--- src/rtl/tq_pkg.sv ---
`timescale 1ns/1ps
package tq_pkg;
  // Direction the alternation asks for on the next tick
  typedef enum logic {
    PH_UP = 1'b0,
    PH_DN = 1'b1
  } phase_e;
endpackage

--- src/rtl/tq_sync.sv ---
`timescale 1ns/1ps
module tq_sync #(
  parameter int STAGES = 2
) (
  input  logic clk,
  input  logic rst_n,
  input  logic d,
  output logic q
);
  logic [STAGES-1:0] chain;

  for (genvar g = 0; g < STAGES; g++) begin : g_stage
    if (g == 0) begin : g_first
      always_ff @(posedge clk or negedge rst_n) begin
        if (!rst_n) chain[g] <= 1'b0;
        else        chain[g] <= d;
      end
    end else begin : g_rest
      always_ff @(posedge clk or negedge rst_n) begin
        if (!rst_n) chain[g] <= 1'b0;
        else        chain[g] <= chain[g-1];
      end
    end
  end

  assign q = chain[STAGES-1];
endmodule

--- src/rtl/tq_tracker.sv ---
`timescale 1ns/1ps
module tq_tracker
  import tq_pkg::*;
#(
  parameter int NUM_SEG = 8,
  parameter int LVL_W   = $clog2(NUM_SEG + 1)
) (
  input  logic             clk,
  input  logic             rst_n,
  input  logic             samp_en,
  input  logic             cmp_s,
  output logic [LVL_W-1:0] level,
  output logic             test_up
);
  localparam logic [LVL_W-1:0] LVL_TOP = LVL_W'(NUM_SEG);
  localparam logic [LVL_W-1:0] LVL_ONE = LVL_W'(1);

  phase_e           phase_q, phase_d;
  logic [LVL_W-1:0] lvl_d;
  logic             at_floor, at_top;

  // Direction in force this tick: ends override the alternation
  always_comb begin
    at_floor = (level == '0);
    at_top   = (level == LVL_TOP);
    test_up  = at_floor | (!at_top & (phase_q == PH_UP));
  end

  // Next state
  always_comb begin
    lvl_d   = level;
    phase_d = phase_q;
    if (samp_en) begin
      phase_d = (phase_q == PH_UP) ? PH_DN : PH_UP;
      if (test_up && cmp_s)
        lvl_d = level + LVL_ONE;
      else if (!test_up && !cmp_s)
        lvl_d = level - LVL_ONE;
    end
  end

  // State registers, written only on a sample tick
  always_ff @(posedge clk or negedge rst_n) begin
    if (!rst_n) begin
      level   <= '0;
      phase_q <= PH_UP;
    end else if (samp_en) begin
      level   <= lvl_d;
      phase_q <= phase_d;
    end
  end
endmodule

--- src/rtl/tq_decode.sv ---
`timescale 1ns/1ps
module tq_decode #(
  parameter int NUM_SEG = 8,
  parameter int LVL_W   = $clog2(NUM_SEG + 1),
  parameter int SEL_W   = $clog2(NUM_SEG)
) (
  input  logic [LVL_W-1:0]   level,
  input  logic               test_up,
  output logic [SEL_W-1:0]   ref_sel,
  output logic [NUM_SEG-1:0] seg_en
);
  logic [LVL_W-1:0] idx;

  // Upper neighbour shares the level's index; lower one sits one below
  always_comb begin
    idx     = test_up ? level : (level - LVL_W'(1));
    ref_sel = idx[SEL_W-1:0];
  end

  for (genvar i = 0; i < NUM_SEG; i++) begin : g_therm
    assign seg_en[i] = (level > LVL_W'(i));
  end
endmodule

--- src/rtl/tq_quantizer.sv ---
`timescale 1ns/1ps
module tq_quantizer #(
  parameter  int NUM_SEG     = 8,
  parameter  int SYNC_STAGES = 2,
  localparam int LVL_W       = $clog2(NUM_SEG + 1),
  localparam int SEL_W       = $clog2(NUM_SEG)
) (
  input  logic               clk,
  input  logic               rst_n,
  input  logic               samp_en,
  input  logic               cmp_in,
  output logic [SEL_W-1:0]   ref_sel,
  output logic [LVL_W-1:0]   level,
  output logic [NUM_SEG-1:0] seg_en
);
  logic cmp_s;
  logic test_up;

  tq_sync #(.STAGES(SYNC_STAGES)) u_sync (
    .clk   (clk),
    .rst_n (rst_n),
    .d     (cmp_in),
    .q     (cmp_s)
  );

  tq_tracker #(.NUM_SEG(NUM_SEG), .LVL_W(LVL_W)) u_trk (
    .clk     (clk),
    .rst_n   (rst_n),
    .samp_en (samp_en),
    .cmp_s   (cmp_s),
    .level   (level),
    .test_up (test_up)
  );

  tq_decode #(.NUM_SEG(NUM_SEG), .LVL_W(LVL_W), .SEL_W(SEL_W)) u_dec (
    .level   (level),
    .test_up (test_up),
    .ref_sel (ref_sel),
    .seg_en  (seg_en)
  );
endmodule

--- config.mk ---
export PLATFORM = sky130hd
export DESIGN_NAME = tq_quantizer
export DESIGN_NICKNAME = d
export VERILOG_FILES = /design/src/rtl/tq_pkg.sv /design/src/rtl/tq_sync.sv /design/src/rtl/tq_tracker.sv /design/src/rtl/tq_decode.sv /design/src/rtl/tq_quantizer.sv
export SDC_FILE = /design/constraint.sdc
export NUM_CORES = 1
export LEC_CHECK = 0
export ABC_AREA = 0
export ABC_CLOCK_PERIOD_IN_PS = 2700
export BUFFER_PORTS_ARGS = -buffer_cell sky130_fd_sc_hd__buf_2
export CELL_PAD_IN_SITES_DETAIL_PLACEMENT = 1
export CELL_PAD_IN_SITES_GLOBAL_PLACEMENT = 2
export CORE_MARGIN = 2
export CORE_UTILIZATION = 24
export DETAILED_ROUTE_END_ITERATION = 16
export GPL_TIMING_DRIVEN = 0
export PLACE_DENSITY = 0.71
export SLEW_MARGIN = 10
export SYNTH_ARGS = -nofsm -noshare
export SYNTH_HDL_FRONTEND = slang
export SYNTH_SLANG_ARGS = --single-unit
--- constraint.sdc ---
create_clock -name clk -period 2.7 [get_ports clk]
set_input_delay 0.54 -clock clk [delete_from_list [all_inputs] [get_ports clk]]
set_output_delay 0.54 -clock clk [all_outputs]
set_load 0.005 [all_outputs]
**Yosys cells after proc, flatten, opt, wreduce, memory -nomap -nowiden**

Index checks and enable logic that the tools add are counted.

- Bits in registers: 7
- Bits of input ports: 4
- Word-level logic and storage cells: 30

- $add $sub $neg: 2
- Order comparisons: 8
- Eq/ne operators: 1
- Muxes and demuxes: 4
- Bitwise logic cells: 3
- Reductions and logical operators: 8

Operators with widths:

| cell | number |
|---|---|
| greater-than comparator 4 x 3 -> 1 bit (second input constant) | 4 |
| greater-than comparator 4 x 1 -> 1 bit (second input constant) | 2 |
| greater-than comparator 4 x 2 -> 1 bit (second input constant) | 2 |
| 2-to-1 mux 4 bit | 2 |
| adder 4 x 1 -> 4 bit (second input constant) | 1 |
| equality test 4 bit (second input constant) | 1 |
| zero test 4 bit | 1 |
| subtractor 4 x 1 -> 4 bit (second input constant) | 1 |
| zero test 1 bit | 3 |
| 2-to-1 mux 3 bit | 1 |
| logical AND 1 bit | 2 |
| AND reduction 2 bit | 1 |
| nonzero test 2 bit | 1 |
| AND 1 bit | 1 |
| 2-to-1 mux 1 bit | 1 |
| NOT 1 bit | 1 |
| bitwise OR 1 bit | 1 |

**Logic depth before layout (Yosys ltp)**

- Depth in word-level cells: 8
- Mapped depth: 8
- Depth with buffers taken out: 8

**By module**

Synthesis repeated with hierarchy kept, for this count alone.

- Cells, all modules: 55
- Area, all modules: 543.0 sq um

By module, submodules not included:

| module | times used | cells each | area an instance (sq um) | seq. area each (sq um) |
|---|---|---|---|---|
| tq_tracker | 1 | 33 | 355.3 | 125.1 |
| tq_decode | 1 | 20 | 137.6 | 0.0 |
| tq_sync | 1 | 2 | 50.0 | 50.0 |

**Least setup slack after synthesis**

OpenSTA, ideal clock, no wires.

- Path type: reg-to-reg
- Start point: register u_trk.level[0]
- End point: register u_trk.level[3]
- Data arrival time: 2084 ps
- Data required time: 2620 ps
- Setup slack: 536 ps
- Stages on the path, launching flop included: 9
- Buffers on the path: 0
- Cell sequence: dfrtp_1 inv_1 ha_1 nand2b_1 mux2i_1 ha_1 or4_1 a21oi_2 xnor2_1

- Word-level cells in the longest chain between the ends: 8
- Elaborated cells on any way between the ends: 14

RTL lines:

| item | RTL line | RTL |
|---|---|---|
| start: declaration | tq_tracker.sv:12 | `output logic [LVL_W-1:0] level,` |
| start signal: assignment | tq_tracker.sv:48 | `level <= lvl_d;` |
| equality test 4 bit | tq_tracker.sv:25 | `at_top = (level == LVL_TOP);` |
| zero test 1 bit | tq_tracker.sv:26 | `test_up = at_floor \| (!at_top & (phase_q == PH_UP));` |
| AND 1 bit | tq_tracker.sv:26 |  |
| bitwise OR 1 bit | tq_tracker.sv:26 |  |
| zero test 1 bit | tq_tracker.sv:37 | `else if (!test_up && !cmp_s)` |
| logical AND 1 bit | tq_tracker.sv:37 |  |
| nonzero test 2 bit (no source line) | n/a |  |
| AND reduction 2 bit (no source line) | n/a |  |

Several ways; a longest one is shown, not always the timed one. The select of a mux whose other input is x is not followed.
A chain may end at the register's enable or synchronous reset.

**Final worst setup path**

- Start point: register u_trk.level[1]
- End point: output ref_sel[1]

- Word-level cells in the longest chain between the ends: 5
- Elaborated cells on any way between the ends: 7

RTL lines:

| item | RTL line | RTL |
|---|---|---|
| equality test 4 bit | tq_tracker.sv:25 |  |
| zero test 1 bit | tq_tracker.sv:26 |  |
| AND 1 bit | tq_tracker.sv:26 |  |
| bitwise OR 1 bit | tq_tracker.sv:26 |  |
| 2-to-1 mux 3 bit * | tq_decode.sv:16 | `idx = test_up ? level : (level - LVL_W'(1));` |
| end: declaration | tq_quantizer.sv:12 | `output logic [SEL_W-1:0] ref_sel,` |

Every way passes the cells marked *; elsewhere a longest branch is shown, timed or not.

==> results.cfg <==
[detailed_routing]
drt_pass1_iterations = 3
met2_wirelength_um = 436
wl_met3_um = 55
drt_first_iter_violations = 3
num_vias = 378
wl_per_cell_um = 10.2
routed_via_density = 4.20
wl_um = 921
highest_layer = met3
ant_nets = 0
drc_errors = 0
met1_length_um = 428

[worst_setup_path]
r2r_start = u_trk.level[1]$_DFFE_PN0P_
ff2ff_path_depth = 8
rrSetupSlack_ns = 0.32
cp_max_fo = 8
required_ns = 2.16
criticalPathCategory = register to output port
worst_ep_arrival_time_ns = 1.94
critPathLaunchType = register
setup.worst_path.start = u_trk.level[1]$_DFFE_PN0P_
critPathCaptureType = output port
r2r-end = u_trk.level[3]$_DFFE_PN0P_

[synth]
synth_cell_types = 17
syn_avg_cell_area_sq_um = 9.92
syn-num-nets = 51
synth-seq-area-share = 0.411
yosys.area.top_type_share = 0.411
synth_seq_cells = 7
syn_area_sq_um = 427
yosys.area.top_type = dfrtp_1
synthCells = 43
ys_top_cells_by_area = dfrtp_1, ha_1, xnor2_1
yosysWarnings = 0

[floorplanning]
pin_count = 19
fp-row-count = 15
die_width_um = 46.2
die_area_sq_mm = 0.00213
dieHeight_um = 46.2
initial_utilization = 0.250
core-area_sq_mm = 0.00171

[clock_tree]
cts_setup_buffers = 0
cts_buffers = 3
htree_num_levels = 1
tritoncts = built
cts-root-buf = clkbuf_4
clk_latency_ns = 0.25
clockBufferDepth = 2
clk_pin_slew_worst_paths_ns = 0.05
clock-sinks = 7

[cells_and_area]
area_growth_pct = 35.8
final_cells = 90
n_antenna_cell = 0
nets = 74
final_cell_area_sq_um = 579
layout-drive-gt1-share = 0.369

[sta]
finalCriticalPeriod_ns = 2.48
tns_ns = 0
fin_skew_ns = 0.00122
rsz0062_at_grt = false
finalSetupViolations = 0
hold_viol_final = 0
clock.fmax_mhz = 403
max_slew_margin = 0.775
worst_pin_slew_ns = 0.330
drv_slew = 0
min_period_over_period = 0.918

[global_route]
track_usage = 0.105
grt_overflow_total = 0
grt_pass1_wl_um = 1530
grt_max_degree = 9
antenna_found_initial = 0
grt_pass1_vias = 347

[placement]
dp_cells = 86
placement.io_buffers = 18
gp_congestion = 0.680
place_area_sq_um = 548
hpwlAfterDp_um = 743

[worst_hold_path]
min_path_type = input pin to asynchronous set/reset pin

[power_and_ir_drop]
cellPowerDensity_mw_per_mm2 = 1330
power_leakage_nw = 0.271
ir_worst_vdd_mv = 0.439

[job]
cap_violations = 0

[status]
status = finished clean
[repair_timing]
item | 4_1_cts | 5_1_grt
hold buffers | 0 | 0
endpoints found under the hold margin | 0 | 0
resized for setup | 0 | 2
setup endpoints to repair | 0 | 2
[Yosys cell counts (all sizes together)]
master  count
xnor2       4
a31oi       1
a21oi       2
nand2       2
nand4       1
or4         1
clkbuf      1
o31ai       2
nand2b      2
nor2        2
inv         5
mux2i       3
ha          4
dfrtp       7
o21ai       4
xor2        2
[power by group]
group | total, W | switching (W) | internal (W)
Combinational | 0.000464 | 0.000231 | 0.000233
Clock | 0.0000917 | 0.0000355 | 0.0000562
Sequential | 0.000215 | 0.0000668 | 0.000148
Total | 0.000771 | 0.000333 | 0.000438
[metrics by stage]
| stage | power [W] | setup slack, ns | util | hold WS [ns] |
|---|---|---|---|---|
| 3_3_place_gp | 0.000674 | 0.307 | 0.321 | 0.333 |
| 4_1_cts | 0.000779 | 0.0669 | 0.336 | 0.105 |
| 5_1_grt | 0.000872 | 0.0447 | 0.339 | 0.107 |
| 2_1_floorplan | 0.000485 | 0.536 | - | 0.244 |
| 6_report | 0.000771 | 0.222 | 0.339 | 0.114 |
| 3_5_place_dp | 0.000680 | 0.282 | 0.321 | 0.336 |
[worst max-delay path by stage]
| stage | end | slack (ns) | cells past startpoint |
|---|---|---|---|
| after global routing | ref_sel[1] | 0.04 | 6 |
| after detailed placement | u_trk.level[2]$_DFFE_PN0P_ | 0.28 | 8 |
| after global placement | u_trk.level[3]$_DFFE_PN0P_ | 0.31 | 8 |
| after CTS | ref_sel[1] | 0.07 | 6 |
| final | ref_sel[1] | 0.22 | 6 |
| after floorplan | u_trk.level[3]$_DFFE_PN0P_ | 0.54 | 8 |
[sequential cells by signal, summed over array words and instances (netlist names)]
register,cells
u_trk.level,4
u_trk.phase_q,1
u_sync.q,1
u_sync.chain,1
[layer usage]
metal	vias to the layer above	global-route usage
li1	188	-
met1	179	0.133
met2	11	0.150
met3	0	0.0588
met4	0	0.0343
met5	-	0
[worst max-delay path, stage by stage, from the launching register on]
cell and delay (ns):
dfrtp_1 0.42, inv_1 0.16, ha_1 0.32, nand2b_1 0.12, mux2i_2 0.33, mux2i_1 0.22, buf_2 0.13
[cell families after synthesis]
logic type      synth area share
buf+inv                   0.0528
mux                       0.0704
xor+xnor                   0.123
fa+ha+maj                  0.117
simple gates              0.0968
compound gates             0.129
flops                      0.411
[layout by cell type (no fill, tap or decap), types with 2 or more instances in the layout]
master	n
o31ai_1	2
o21ai_0	4
xor2_1	2
ha_1	4
nand2_1	2
xnor2_1	4
clkbuf_4	3
dfrtp_1	6
nand2b_1	2
buf_2	18
mux2i_1	2
nor2_1	2
inv_1	5
clkbuf_1	2
[cell type report]
| class | count | area [sq um] |
|---|---|---|
| clock buffers | 4 | 26.3 |
| fillers | 211 | 1130 |
| well taps | 25 | 31.3 |
| multi-input cells | 30 | 233 |
| repair buffers | 18 | 90.1 |
| inverters | 5 | 18.8 |
| flip-flops and latches | 7 | 176 |
| plain buffers | 1 | 3.75 |
Power figures use the tool's default switching activity.
